<file path="src/rtl/bel_pkg.sv">
package bel_pkg;
  parameter int TID_W  = 10;
  parameter int RID_W  = 4;
  parameter int CODE_W = 3;
  parameter int WORD_W = 64;

  localparam logic [7:0] A_STATUS = 8'h00;
  localparam logic [7:0] A_DEBUG  = 8'h08;

  typedef struct packed {
    logic              valid;
    logic              fatal;
    logic              mult;
    logic [TID_W-1:0]  tid;
    logic [RID_W-1:0]  rid;
    logic [CODE_W-1:0] code;
  } log_t;

  // status word layout: 31 one, 30 mult, 24:22 code, 21:18 rid, 17:8 tid
  function automatic logic [WORD_W-1:0] pack_status(input log_t l);
    logic [WORD_W-1:0] w;
    w        = '0;
    w[17:8]  = l.tid;
    w[21:18] = l.rid;
    w[24:22] = l.code;
    w[30]    = l.mult;
    w[31]    = 1'b1;
    return w;
  endfunction

  // overwrite policy: empty log or non-fatal entry gives way
  function automatic logic may_replace(input logic have, input logic have_fatal);
    return !have || !have_fatal;
  endfunction
endpackage

</file>
<file path="src/rtl/bel_capture.sv">
module bel_capture
  import bel_pkg::*;
#(
  parameter int DATA_W = 256
) (
  input  logic                 clk,
  input  logic                 rst_n,
  input  logic                 err_valid,
  input  logic                 err_fatal,
  input  logic [TID_W-1:0]     err_tid,
  input  logic [RID_W-1:0]     err_rid,
  input  logic [CODE_W-1:0]    err_code,
  input  logic [DATA_W-1:0]    err_data,
  input  logic                 clr_req,
  output log_t                 log_q,
  output logic [DATA_W-1:0]    data_q,
  output logic                 irq_corr,
  output logic                 irq_uncorr,
  output logic                 take_new
);
  log_t              base, log_d;
  logic [DATA_W-1:0] data_d;
  logic              corr_d, unc_d;

  always_comb begin
    base     = clr_req ? '0 : log_q;
    data_d   = clr_req ? '0 : data_q;
    take_new = err_valid && may_replace(base.valid, base.fatal);
    log_d    = base;
    if (err_valid && base.valid) log_d.mult = 1'b1;
    if (take_new) begin
      log_d.valid = 1'b1;
      log_d.fatal = err_fatal;
      log_d.tid   = err_tid;
      log_d.rid   = err_rid;
      log_d.code  = err_code;
      data_d      = err_data;
    end
    corr_d = (irq_corr   && !clr_req) || (err_valid && !err_fatal);
    unc_d  = (irq_uncorr && !clr_req) || (err_valid &&  err_fatal);
  end

  always_ff @(posedge clk) begin
    if (!rst_n) begin
      log_q      <= '0;
      data_q     <= '0;
      irq_corr   <= 1'b0;
      irq_uncorr <= 1'b0;
    end else begin
      log_q      <= log_d;
      data_q     <= data_d;
      irq_corr   <= corr_d;
      irq_uncorr <= unc_d;
    end
  end

  p_fatal_hold_r5: assert property (@(posedge clk) disable iff (!rst_n)
    (log_q.valid && log_q.fatal && !clr_req) |=>
      ($stable(log_q.tid) && $stable(log_q.rid) && $stable(log_q.code) && $stable(data_q)));
  p_mult_set_r4: assert property (@(posedge clk) disable iff (!rst_n)
    (log_q.valid && err_valid && !clr_req) |=> log_q.mult);
  p_uncorr_set_r3: assert property (@(posedge clk) disable iff (!rst_n)
    (err_valid && err_fatal) |=> irq_uncorr);
  p_corr_set_r3: assert property (@(posedge clk) disable iff (!rst_n)
    (err_valid && !err_fatal) |=> irq_corr);
  p_clear_all_r7: assert property (@(posedge clk) disable iff (!rst_n)
    (clr_req && !err_valid) |=> (!irq_corr && !irq_uncorr && !log_q.valid && !log_q.mult));
  p_clear_keep_new_r10: assert property (@(posedge clk) disable iff (!rst_n)
    (clr_req && err_valid) |=> (log_q.valid && !log_q.mult));
endmodule

</file>
<file path="src/rtl/bel_readmux.sv">
module bel_readmux
  import bel_pkg::*;
#(
  parameter int DATA_W = 256,
  parameter int ADDR_W = 8
) (
  input  logic              clk,
  input  logic              rst_n,
  input  logic              rd_en,
  input  logic [ADDR_W-1:0] rd_addr,
  input  logic [WORD_W-1:0] status_w,
  input  logic [DATA_W-1:0] data_q,
  output logic              clr_req,
  output logic [WORD_W-1:0] rd_data
);
  localparam int NWORDS = DATA_W / WORD_W;
  localparam int IDX_W  = (NWORDS > 1) ? $clog2(NWORDS) : 1;
  localparam int DBASE  = NWORDS * 8;

  logic [WORD_W-1:0] words [NWORDS];
  logic              hit_stat, hit_dbg, hit_data;
  logic [IDX_W-1:0]  widx;
  logic [WORD_W-1:0] sel_w;
  logic              stat_q, miss_q;

  for (genvar gi = 0; gi < NWORDS; gi++) begin : g_word
    assign words[gi] = data_q[DATA_W-1-gi*WORD_W -: WORD_W];
  end

  always_comb begin
    hit_stat = (rd_addr == ADDR_W'(A_STATUS));
    hit_dbg  = (rd_addr == ADDR_W'(A_DEBUG));
    hit_data = (int'(rd_addr) >= DBASE) && (int'(rd_addr) < 2*DBASE) && (rd_addr[2:0] == 3'b000);
    widx     = rd_addr[IDX_W+2:3];
    clr_req  = rd_en && hit_stat;
    if (hit_stat || hit_dbg) sel_w = status_w;
    else if (hit_data)       sel_w = words[widx];
    else                     sel_w = '0;
  end

  always_ff @(posedge clk) begin
    if (!rst_n) begin
      rd_data <= '0;
      stat_q  <= 1'b0;
      miss_q  <= 1'b0;
    end else begin
      stat_q <= rd_en && (hit_stat || hit_dbg);
      miss_q <= rd_en && !(hit_stat || hit_dbg || hit_data);
      if (rd_en) rd_data <= sel_w;
    end
  end

  p_status_shape_r2: assert property (@(posedge clk) disable iff (!rst_n)
    stat_q |-> (rd_data[31] && rd_data[7:0] == 8'h00 && rd_data[29:25] == 5'h00 && rd_data[63:32] == '0));
  p_unmapped_zero_r11: assert property (@(posedge clk) disable iff (!rst_n)
    miss_q |-> (rd_data == '0));
endmodule

</file>
<file path="src/rtl/bus_err_logger.sv">
module bus_err_logger
  import bel_pkg::*;
#(
  parameter int DATA_W = 256,
  parameter int ADDR_W = 8
) (
  input  logic              clk,
  input  logic              rst_n,
  input  logic              err_valid,
  input  logic              err_fatal,
  input  logic [9:0]        err_tid,
  input  logic [3:0]        err_rid,
  input  logic [2:0]        err_code,
  input  logic [DATA_W-1:0] err_data,
  input  logic              rd_en,
  input  logic [ADDR_W-1:0] rd_addr,
  output logic [63:0]       rd_data,
  output logic              irq_corr,
  output logic              irq_uncorr
);
  log_t              log_q;
  logic [DATA_W-1:0] data_q;
  logic              clr_req;
  logic              take_new;
  logic [63:0]       status_w;

  assign status_w = pack_status(log_q);

  bel_capture #(.DATA_W(DATA_W)) u_cap (
    .clk(clk), .rst_n(rst_n),
    .err_valid(err_valid), .err_fatal(err_fatal),
    .err_tid(err_tid), .err_rid(err_rid), .err_code(err_code), .err_data(err_data),
    .clr_req(clr_req), .log_q(log_q), .data_q(data_q),
    .irq_corr(irq_corr), .irq_uncorr(irq_uncorr), .take_new(take_new)
  );

  bel_readmux #(.DATA_W(DATA_W), .ADDR_W(ADDR_W)) u_rd (
    .clk(clk), .rst_n(rst_n), .rd_en(rd_en), .rd_addr(rd_addr),
    .status_w(status_w), .data_q(data_q), .clr_req(clr_req), .rd_data(rd_data)
  );

  p_quiet_read_r8: assert property (@(posedge clk) disable iff (!rst_n)
    (!clr_req && !err_valid) |=> ($stable(status_w) && $stable(data_q)));
  p_replace_r6: assert property (@(posedge clk) disable iff (!rst_n)
    (take_new && !err_fatal) |=> (log_q.valid && !log_q.fatal));
endmodule

</file>
<file path="config.mk">
export PLATFORM = sky130hd
export DESIGN_NAME = bus_err_logger
export DESIGN_NICKNAME = d
export VERILOG_FILES = /design/src/rtl/bel_pkg.sv /design/src/rtl/bel_capture.sv /design/src/rtl/bel_readmux.sv /design/src/rtl/bus_err_logger.sv
export SDC_FILE = /design/constraint.sdc
export NUM_CORES = 1
export LEC_CHECK = 0
export ABC_AREA = 1
export BUFFER_PORTS_ARGS = -buffer_cell sky130_fd_sc_hd__buf_2
export CAP_MARGIN = 20
export CORE_MARGIN = 1.5
export CORE_UTILIZATION = 45
export DETAILED_ROUTE_END_ITERATION = 10
export PLACE_DENSITY_LB_ADDON = 0.12
export REMOVE_ABC_BUFFERS = 1
export SYNTH_ARGS = -nofsm -noshare
export SYNTH_HDL_FRONTEND = slang
export SYNTH_SLANG_ARGS = --single-unit
export TNS_END_PERCENT = 20
</file>
<file path="constraint.sdc">
create_clock -name clk -period 2.1 [get_ports clk]
set_clock_uncertainty 0.15 [all_clocks]
set_input_delay 0.21 -clock clk [delete_from_list [all_inputs] [get_ports clk]]
set_output_delay 0.21 -clock clk [all_outputs]
set_load 0.01 [all_outputs]
</file>
==> metrics, run 1 <==
status complete, no violations; Yosys reg bits 342; Fin. Hold Viols 0; Core Region between 30000 and 40000 um^2; fill cell count 2864; max cap viols 0; CTS buffer count 38; CTS Buffer Depth 3; Initial Util 45.5%; R2R cell count 6; DIE WIDTH 184 um; placed cell area between 15000 and 20000 um^2; RR Endpoint u_cap.log_q[5]; RD Place Congestion ~0.8; final wirelength 53000 um; Synth area leaders dfxtp_1 47%, nand3_1 19%, a21oi_1 11%; WHS Endpoint u_cap.log_q[3]; worst path arrival time 2.13 ns; clk_lat worst skew approximately 0.52 ns; Worst Path Buf+Inv 3; min-delay src rst_n; CP max stage delay about 0.56 ns; register area approximately 6800 um^2; Worst setup EP type register; Site Rows 66; Top FF cell, synth dfxtp_1; critical path class reg2reg; HP Class in2reg; crit path time final 1.89 ns; fin. max-slew vios 0; number of DRC markers in iteration 0 1433; CTS root buf clkbuf_16; CTS clock-pin slew for the worst setup and hold paths approximately 0.06 ns; # setup viols final 0; sequential area share after synthesis around 47%; Critical Path RT approximately 2.3 ns; IO Port Bufs 351; IO Pins 352; leak pwr just under 9 nW; Syn Area/Cell 7.43 um^2; post-synth cell types 22; antenna viol nets, final 0; Max rail drop VDD 0.602 mV; antenna violations before repair 1; routed len/inst roughly 18 um; top cell type's share of synthesized area a little under half; critical path launch point type register; vias per cell ~5.6; DR pass1 iterations 6; TritonCTS clock tree built; setup slack, reg-to-reg ~0.21 ns; gr ovfl total 0; Total GRT Usage between 30% and 40%; synthesized instance count approximately 2000; Max Fanout on Critical Path 24; Max Clock Freq 0.530 GHz; unrepaired setup endpoints after global routing no; Design Area, Final approximately 21000 um^2; TritonCTS Sinks 342; hold_ws 0.0258 ns; multi-input logic area between 6000 and 7000 um^2; setup TNS 0 ns; vias in the first global route between 15000 and 20000; worst-margin pin slew ~0.91 ns; Rel. slew slack approximately two fifths; CP top delay family buffers and inverters; Critical Path Slowest Stage Cell dlygate4sd3_1; Total Die Area between 30000 and 40000 um^2; H-Tree Depth 2; Inst Count DP roughly 2600; Post-synth top cells 560 x nand3_1, 342 x dfxtp_1, 333 x a21oi_1; Synth async-reset ratio 0%; share of layout cells above drive strength 1 between 10% and 20%; pre-CTS setup slack about 0.09 ns; Final Non-Filler Cells a little under 3000; P&R area growth vs syn 42.9%; vias roughly 17000; yosys warns 0; period utilization 89.8%; pwr dens 750 nW/um^2; Die H 184 um; DRC 0; first-pass GRT wire length ~83000 um; fin nets ~2800; worst flop-to-flop path startpoint u_cap.log_q[19]; fin worst setup slack approximately 0.21 ns; hpwl dp roughly 29000 um; cell taking the most area after synthesis dfxtp_1; Mapped Area around 15000 um^2; largest net degree at the start of global routing 200; Post-synth EDFFs 0; hold path cells 3; most frequent cell after synthesis nand3_1; CP cell instances nand3_4 -> buf_12 -> buf_4 -> nand3_1 -> dlygate4sd3_1 -> a21oi_1
==> placed cells by master (no fill, tap or decap) <==
cell / instances
a21oi_1: 333
buf_12: 30
buf_2: 349
buf_4: 35
bufinv_16: 1
clkbuf_1: 14
clkbuf_16: 41
clkbuf_8: 10
clkinv_2: 3
dfxtp_1: 342
diode_2: 1
dlygate4sd3_1: 289
inv_1: 20
inv_2: 3
inv_4: 1
inv_8: 1
nand2_1: 172
nand2_2: 1
nand2_8: 2
nand3_1: 560
nand3_4: 1
nor2_1: 140
nor2_4: 1
nor3_1: 2
nor3_4: 1
o211ai_1: 1
o21ai_0: 130
o22ai_1: 58
==> worst reg2reg max path, stage by stage, from the launching register on <==
cell	delay, ns
dfxtp_1	0.42
nand3_4	0.12
buf_12	0.19
buf_4	0.18
nand3_1	0.07
dlygate4sd3_1	0.56
a21oi_1	0.06
==> flip-flops by register name, indices dropped and copies added, names as in the netlist <==
register / flops
u_cap.irq_corr: 1
u_cap.data_q: 256
u_cap.log_q: 20
u_cap.irq_uncorr: 1
u_rd.rd_data: 64
==> through the flow <==
stage	utilization, %	power (mW)
2_1_floorplan	-	7.93
3_3_place_gp	52.1	8.76
3_5_place_dp	52.1	8.79
4_1_cts	64.9	15.8
5_1_grt	65.0	16.3
6_report	65.0	15.8
==> per-layer routing <==
| metal | wire (um) | GRT usage (%) | vias up |
|---|---|---|---|
| met5 | 0 | 0 | - |
| met4 | 2310 | 14.0 | 0 |
| met3 | 3660 | 4.16 | 170 |
| met2 | 25200 | 50.7 | 767 |
| met1 | 21800 | 39.0 | 7879 |
| li1 | - | - | 7983 |
==> how the worst max path moves through the flow <==
stage          slack (ns)            start                 to  depth (start not counted)
4_1_cts              0.12  u_cap.log_q[19]     u_cap.log_q[5]                          6
2_1_floorplan       -5.54       rd_addr[7]    u_cap.data_q[0]                          8
5_1_grt              0.13  u_cap.log_q[19]   u_cap.data_q[20]                          6
6_report             0.21  u_cap.log_q[19]     u_cap.log_q[5]                          6
3_3_place_gp         0.13       rd_addr[7]  u_cap.data_q[167]                         10
3_5_place_dp         0.09       rd_addr[4]  u_cap.data_q[178]                         10
==> power breakdown <==
group / switching (mW) / total, mW / internal [mW]
clock network: 2.65 / 6.66 / 4.01
registers: 0.150 / 6.96 / 6.81
logic: 1.10 / 2.16 / 1.05
total: 3.91 / 15.8 / 11.9
==> final cells by class <==
cell class / count / share of cell area, %
Multi-Input combinational cell: 1402 / 32.2
Clock inverter: 4 / 0.214
Clock buffer: 64 / 5.72
Tap cell: 442 / 2.63
Antenna cell: 1 / 0.0119
Inverter: 25 / 0.494
Timing Repair Buffer: 704 / 26.2
Sequential cell: 342 / 32.6
==> cells by family after synthesis <==
group | share of synthesized area, %
AO/OA/AOI/OAI | 18.3
buffers and inverters | 7.74
flip-flops | 46.5
AND/OR/NAND/NOR | 27.5
==> what timing repair did <==
action / in CTS / in global routing
endpoints found under the hold margin: 276 / 0
hold buffers: 289 / 0
setup buffers: 0 / 2
setup endpoints to repair: 0 / 2
gates resized for setup: 0 / 1
Power figures use the tool's default switching activity.
==> run 2: changes to the inputs <==
- ABC_AREA: 1 -> default
- clock period: 2.1 -> 2.05 ns (I/O delays scaled with it)
==> metrics, run 2 <==
Site Rows between 70 and 80; status complete, no violations; Biggest register u_cap.data_q; pwr dens between 600 and 700 nW/um^2; CTS Buffer Depth 3; Max Fanout on Critical Path 16; TritonCTS clock tree built; H-Tree Depth 2; HP Class in2reg; post-synth cell types 31; Worst Path Buf+Inv 4; IO Pins roughly 350; Total GRT Usage about 28%; CP max stage delay ~0.6 ns; top cell type's share of synthesized area 37.9%; RR Endpoint u_cap.log_q[0]; hold_ws 0.0798 ns; synthesized instance count between 2000 and 2500; critical path launch point type input pin; Max rail drop VDD ~0.52 mV; fin worst setup slack 0.0252 ns; number of DRC markers in iteration 0 1332; IO Port Bufs approximately 350; R2R cell count 5; Post-synth top cells 342 x dfxtp_1, 274 x nand3_1, 274 x nor2b_1, 274 x o211ai_1, 273 x nand4_1; Fin. Hold Viols 0; period utilization just under 100%; Critical Path Slowest Stage Cell or4b_4; DRC 0; Worst Setup SP rd_addr[1]; Setup crit end u_cap.log_q[0]; vias per cell around 5.7; Initial Util a little under half; vias in the first global route around 18000; RD Place Congestion slightly below 0.8; final core utilization between 60 and 70%; most frequent cell after synthesis dfxtp_1; DIE WIDTH 203 um; worst-margin pin slew approximately 0.48 ns; crit path time final between 2 and 2.5 ns; CTS root buf clkbuf_16; yosys warns 0; hpwl dp between 30000 and 40000 um; most common cell after layout, fill and taps aside buf_2; Max Clock Freq 0.494 GHz; cell taking the most area after synthesis dfxtp_1; CP cell instances buf_2 -> or4b_4 -> buf_4 -> o31ai_4 -> buf_6 -> o211ai_1 -> dlygate4sd3_1; Core Region between 30000 and 40000 um^2; CP top delay family buffers and inverters; leak pwr about 9.5 nW; CP Depth 7; vias around 19000; setup slack, reg-to-reg approximately 0.13 ns; P&R area growth vs syn 38.9%; pre-CTS setup slack -0.0974 ns; critical path class in2reg; Post-synth EDFFs 0; PnR Total Power 16.8 mW; share of layout cells above drive strength 1 about 22%; Setup Buffers After CTS 0; Final Non-Filler Cells 3228; gr ovfl total 0; Worst setup EP type register; # setup viols final 0; Largest regs u_cap.data_q: 256 flops, u_rd.rd_data: 64 flops, u_cap.log_q: 20 flops; Top FF cell, synth dfxtp_1; Critical Path RT ~2.3 ns; antenna violations before repair 7; unrepaired setup endpoints after global routing no; sequential area share after synthesis around 38%; fill cell count roughly 3300; Total Die Area between 40000 and 50000 um^2; Synth area leaders dfxtp_1 38%, o211ai_1 11%, nor2b_1 9.5%; routed len/inst approximately 19 um; Die H about 200 um; CTS buffer count 40; largest net degree at the start of global routing 78; worst path arrival time about 2.3 ns; clk_lat worst skew 0.56 ns; antenna viol nets, final 0; fin. max-slew vios 0; first-pass GRT wire length ~96000 um; TritonCTS Sinks between 300 and 400; worst flop-to-flop path startpoint u_cap.log_q[18]; DR pass1 iterations 5; Mapped Area around 18000 um^2; max cap viols 0; fin nets around 3000; max reg flops 256; Inst Count DP 2875; Yosys reg bits around 340; Syn Area/Cell between 8 and 9 um^2; CTS clock-pin slew for the worst setup and hold paths around 0.060 ns; final wirelength about 60000 um; commonest non-fill, non-tap cells in the layout 349 x buf_2, 341 x dfxtp_1, 278 x dlygate4sd3_1; Rel. slew slack slightly below 70%; Synth async-reset ratio 0%
==> run 2: cell types whose count changed in the layout (fill, tap and decap cells not counted), moves of 19 or more <==
cell and change:
o211ai_1 +273, inv_1 +238, o21ai_0 -127, nor2b_1 +273, nand2_1 -151, mux4_2 +64
nand4_1 +273, o22ai_1 -58, a21oi_1 -332, nand3_1 -286, a22o_1 +48, buf_4 +32
buf_12 +19, nor2_1 -140
==> run 2: routing by layer <==
metal  track usage [%]  share of wire (%)  vias up  routed length, um
li1                  -                  -     8825                  -
met1              39.6                 45     8924              27000
met2              44.9                 46      674              27900
met5                 0              0.045        -                 27
met4              7.78                2.1        4               1270
met3              5.08                6.6       94               3960
==> run 2: stage by stage <==
stage	instance area (um^2)	setup TNS, ns
floorplan	17000	-5569.82
global placement	21000	-8.94
detailed placement	21000	-10.34
CTS	25000	0
global route	25100	0
finish	25100	0
==> run 2: cell type report <==
cell class                      count  area (um^2)  area share (%)
Antenna cell                        5         12.5          0.0499
Inverter                          258          968            3.86
Timing Repair Buffer              747         6060            24.2
Multi-Input combinational cell   1281         9270            37.0
Clock inverter                      8         50.0           0.200
Sequential cell                   342         6850            27.3
Clock buffer                       62         1200            4.81
Tap cell                          525          657            2.62
==> run 2: what timing repair did <==
action,CTS,global route
resized for setup,0,5
hold endpoints to repair,277,0
hold buffers,278,0
endpoints found under the setup margin,0,2
==> run 2: kinds of logic after synthesis <==
family / after synthesis / synth area share [%]
AOI/OAI and AO/OA: 348 / 15.1
and+or+nand+nor: 869 / 27.9
buffers and inverters: 503 / 11.0
muxes: 64 / 7.99
DFF: 342 / 37.9
==> run 2: worst min path at each step <==
stage / endpoint / from / cells past startpoint
6_report: u_cap.data_q[141] / rd_addr[3] / 4
5_1_grt: u_cap.log_q[14] / rst_n / 4
4_1_cts: u_cap.log_q[14] / rst_n / 4
3_5_place_dp: u_cap.irq_uncorr / u_cap.irq_uncorr / 2
3_3_place_gp: u_cap.irq_corr / u_cap.irq_corr / 2
2_1_floorplan: u_rd.rd_data[30] / rst_n / 1
==> run 2: worst reg2reg max path: cells and delay by family, from the launching register on <==
kind            cells  cell delay [ns]
compound gates      3             0.53
flops               1             0.45
buf+inv             2             0.74
==> run 2: power breakdown <==
part	total, mW	internal (mW)	switching (mW)
logic	2.70	1.38	1.32
registers	7.19	7.01	0.177
clock network	6.95	4.04	2.91
==> run 3: changes to the inputs <==
--- a/config.mk
+++ b/config.mk
@@ -9,4 +9,6 @@
 export CAP_MARGIN = 20
+export CELL_PAD_IN_SITES_DETAIL_PLACEMENT = 0
+export CELL_PAD_IN_SITES_GLOBAL_PLACEMENT = 1
 export CORE_MARGIN = 1.5
-export CORE_UTILIZATION = 45
+export CORE_UTILIZATION = 42
 export DETAILED_ROUTE_END_ITERATION = 10
--- a/constraint.sdc
+++ b/constraint.sdc
@@ -4,2 +4,2 @@
 set_output_delay 0.205 -clock clk [all_outputs]
-set_load 0.01 [all_outputs]
+set_load 0.1 [all_outputs]
==> metrics, run 3 (same netlist as run 2, synthesis figures left out) <==
status complete, no violations; period utilization 96.2%; R2R cell count 4; Die H roughly 210 um; Total Die Area between 40000 and 50000 um^2; clock power share around two fifths; H-Tree Depth 2; vias between 15000 and 20000; CTS clock-pin slew for the worst setup and hold paths around 0.060 ns; CP max stage delay 0.57 ns; worst-margin pin slew 0.584 ns; CP Depth 6; Worst Path Buf+Inv 4; Fin. Hold Viols 0; CTS buffer count 40; Site Rows 75; hpwl dp a little under 40000 um; pwr dens ~660 nW/um^2; CP cell instances dlygate4sd3_1 -> buf_4 -> nand3_1 -> dlygate4sd3_1 -> o21ai_0 -> dlygate4sd3_1; DR pass1 iterations 6; Max Clock Freq between 0.5 and 0.6 GHz; antenna violations before repair 6; fin worst setup slack roughly 0.078 ns; placed cell area about 21000 um^2; max cap viols 0; Design Area, Final around 25000 um^2; final core utilization 60.4%; Core Region around 42000 um^2; DIE WIDTH about 210 um; TritonCTS Sinks ~340; leak pwr 9.63 nW; Critical Path RT ~2.3 ns; IO Pins between 300 and 400; Max rail drop VDD roughly 0.5 mV; fin nets just under 3000; most common cell after layout, fill and taps aside buf_2; internal power approximately 12 mW; max reg flops 256; first-pass GRT wire length between 90000 and 100000 um; Critical Path Slowest Stage Cell dlygate4sd3_1; P&R area growth vs syn 40.9%; gr ovfl total 0; pre-CTS setup slack -0.120 ns; final wirelength about 63000 um; number of DRC markers in iteration 0 between 1500 and 2000; RD Place Congestion approximately 0.8; CTS Buffer Depth 3; Max Fanout on Critical Path 11; Total GRT Usage 27.6%; Net Sw Power approximately 4.4 mW; clk_lat worst skew about 0.55 ns; Biggest register u_cap.data_q; CP top delay family buffers and inverters; Worst setup EP type register; setup TNS 0 ns; Seq pwr share between 40 and 50%; critical path class in2reg; share of layout cells above drive strength 1 between 20% and 30%; fill cell count 3626; IO Port Bufs approximately 350; most frequent CP cell dlygate4sd3_1; crit path time final between 1.5 and 2 ns; vias in the first global route between 15000 and 20000; Rel. slew slack between 60% and 70%; # setup viols final 0; critical path launch point type input pin; TritonCTS clock tree built; unrepaired setup endpoints after global routing no; hold path cells 5; fin. max-slew vios 0; worst path arrival time 2.25 ns; Sw Share 26.5%; vias per cell approximately 5.7; Largest regs u_cap.data_q: 256 flops, u_rd.rd_data: 64 flops, u_cap.log_q: 20 flops; largest net degree at the start of global routing 70; Comb pwr share around 17%; Initial Util 42.8%; DRC 0; antenna viol nets, final 0; routed len/inst 19.2 um; commonest non-fill, non-tap cells in the layout 348 x buf_2, 342 x dfxtp_1, 280 x dlygate4sd3_1; CTS root buf clkbuf_16; HP Class in2reg
## run 3: cell types whose count changed in the layout (fill, tap and decap cells not counted), moves of 2 or more
cell	delta
clkbuf_8	-4
clkbuf_1	+2
buf_6	-3
buf_12	+20
inv_6	-2
dlygate4sd3_1	+2
buf_4	+6
## run 3: final cells by class
class / instances / area (um^2) / area share (%)
multi-input combinational: 1281 / 9260 / 36.4
antenna: 6 / 15.0 / 0.0590
timing repair buffer: 771 / 6490 / 25.5
clock buffer: 60 / 1160 / 4.55
sequential: 342 / 6850 / 26.9
tap: 539 / 674 / 2.65
inverter: 258 / 968 / 3.81
clock inverter: 6 / 30.0 / 0.118
## run 3: per-layer routing
| layer | wire, um | global-route usage [%] | vias to the layer above | share of wire, % |
|---|---|---|---|---|
| li1 | - | - | 8883 | - |
| met1 | 28600 | 38.7 | 8890 | 46 |
| met2 | 28300 | 42.8 | 602 | 45 |
| met3 | 3700 | 4.66 | 105 | 5.9 |
| met4 | 1850 | 9.95 | 2 | 3.0 |
| met5 | 10 | 0 | - | 0.016 |
## run 3: worst min-delay path, cell delays in order
cell,delay (ns)
buf_2,0.10
buf_4,0.14
inv_1,0.07
a32o_1,0.12
a22o_1,0.12
## run 3: timing repair
action                                  in CTS  in global routing
gates resized for setup                      0                  2
hold endpoints to repair                   277                  0
endpoints found under the setup margin       0                  1
buffers inserted                             0                  0
hold buffers                               280                  0
## run 3: worst paths after layout
path | start | endpoint | slack, ns
min reg2reg | u_cap.irq_corr | u_cap.irq_corr | 0.31
max | rst_n | u_cap.irq_uncorr | 0.08
min | rd_en | u_rd.rd_data[30] | 0.10
max reg2reg | u_cap.log_q[19] | u_cap.data_q[68] | 0.28
## run 3: per-stage QoR
stage	std cells	hold WS [ns]	power, mW
after CTS	3257	0.0610	16.9
after detailed placement	2911	0.308	9.73
after global routing	3262	0.125	17.4
after floorplan	1881	0.188	8.55
after global placement	2911	0.295	9.68
final	3263	0.101	16.8
## run 3: power by group through the flow
stage / Sequential, mW / Clock, mW / Combinational [mW]
after floorplan: 7.31 / 0 / 1.23
after global placement: 7.32 / 0 / 2.37
after detailed placement: 7.33 / 0 / 2.40
after CTS: 7.18 / 6.91 / 2.83
after global routing: 7.22 / 7.13 / 3.08
final: 7.19 / 6.73 / 2.85
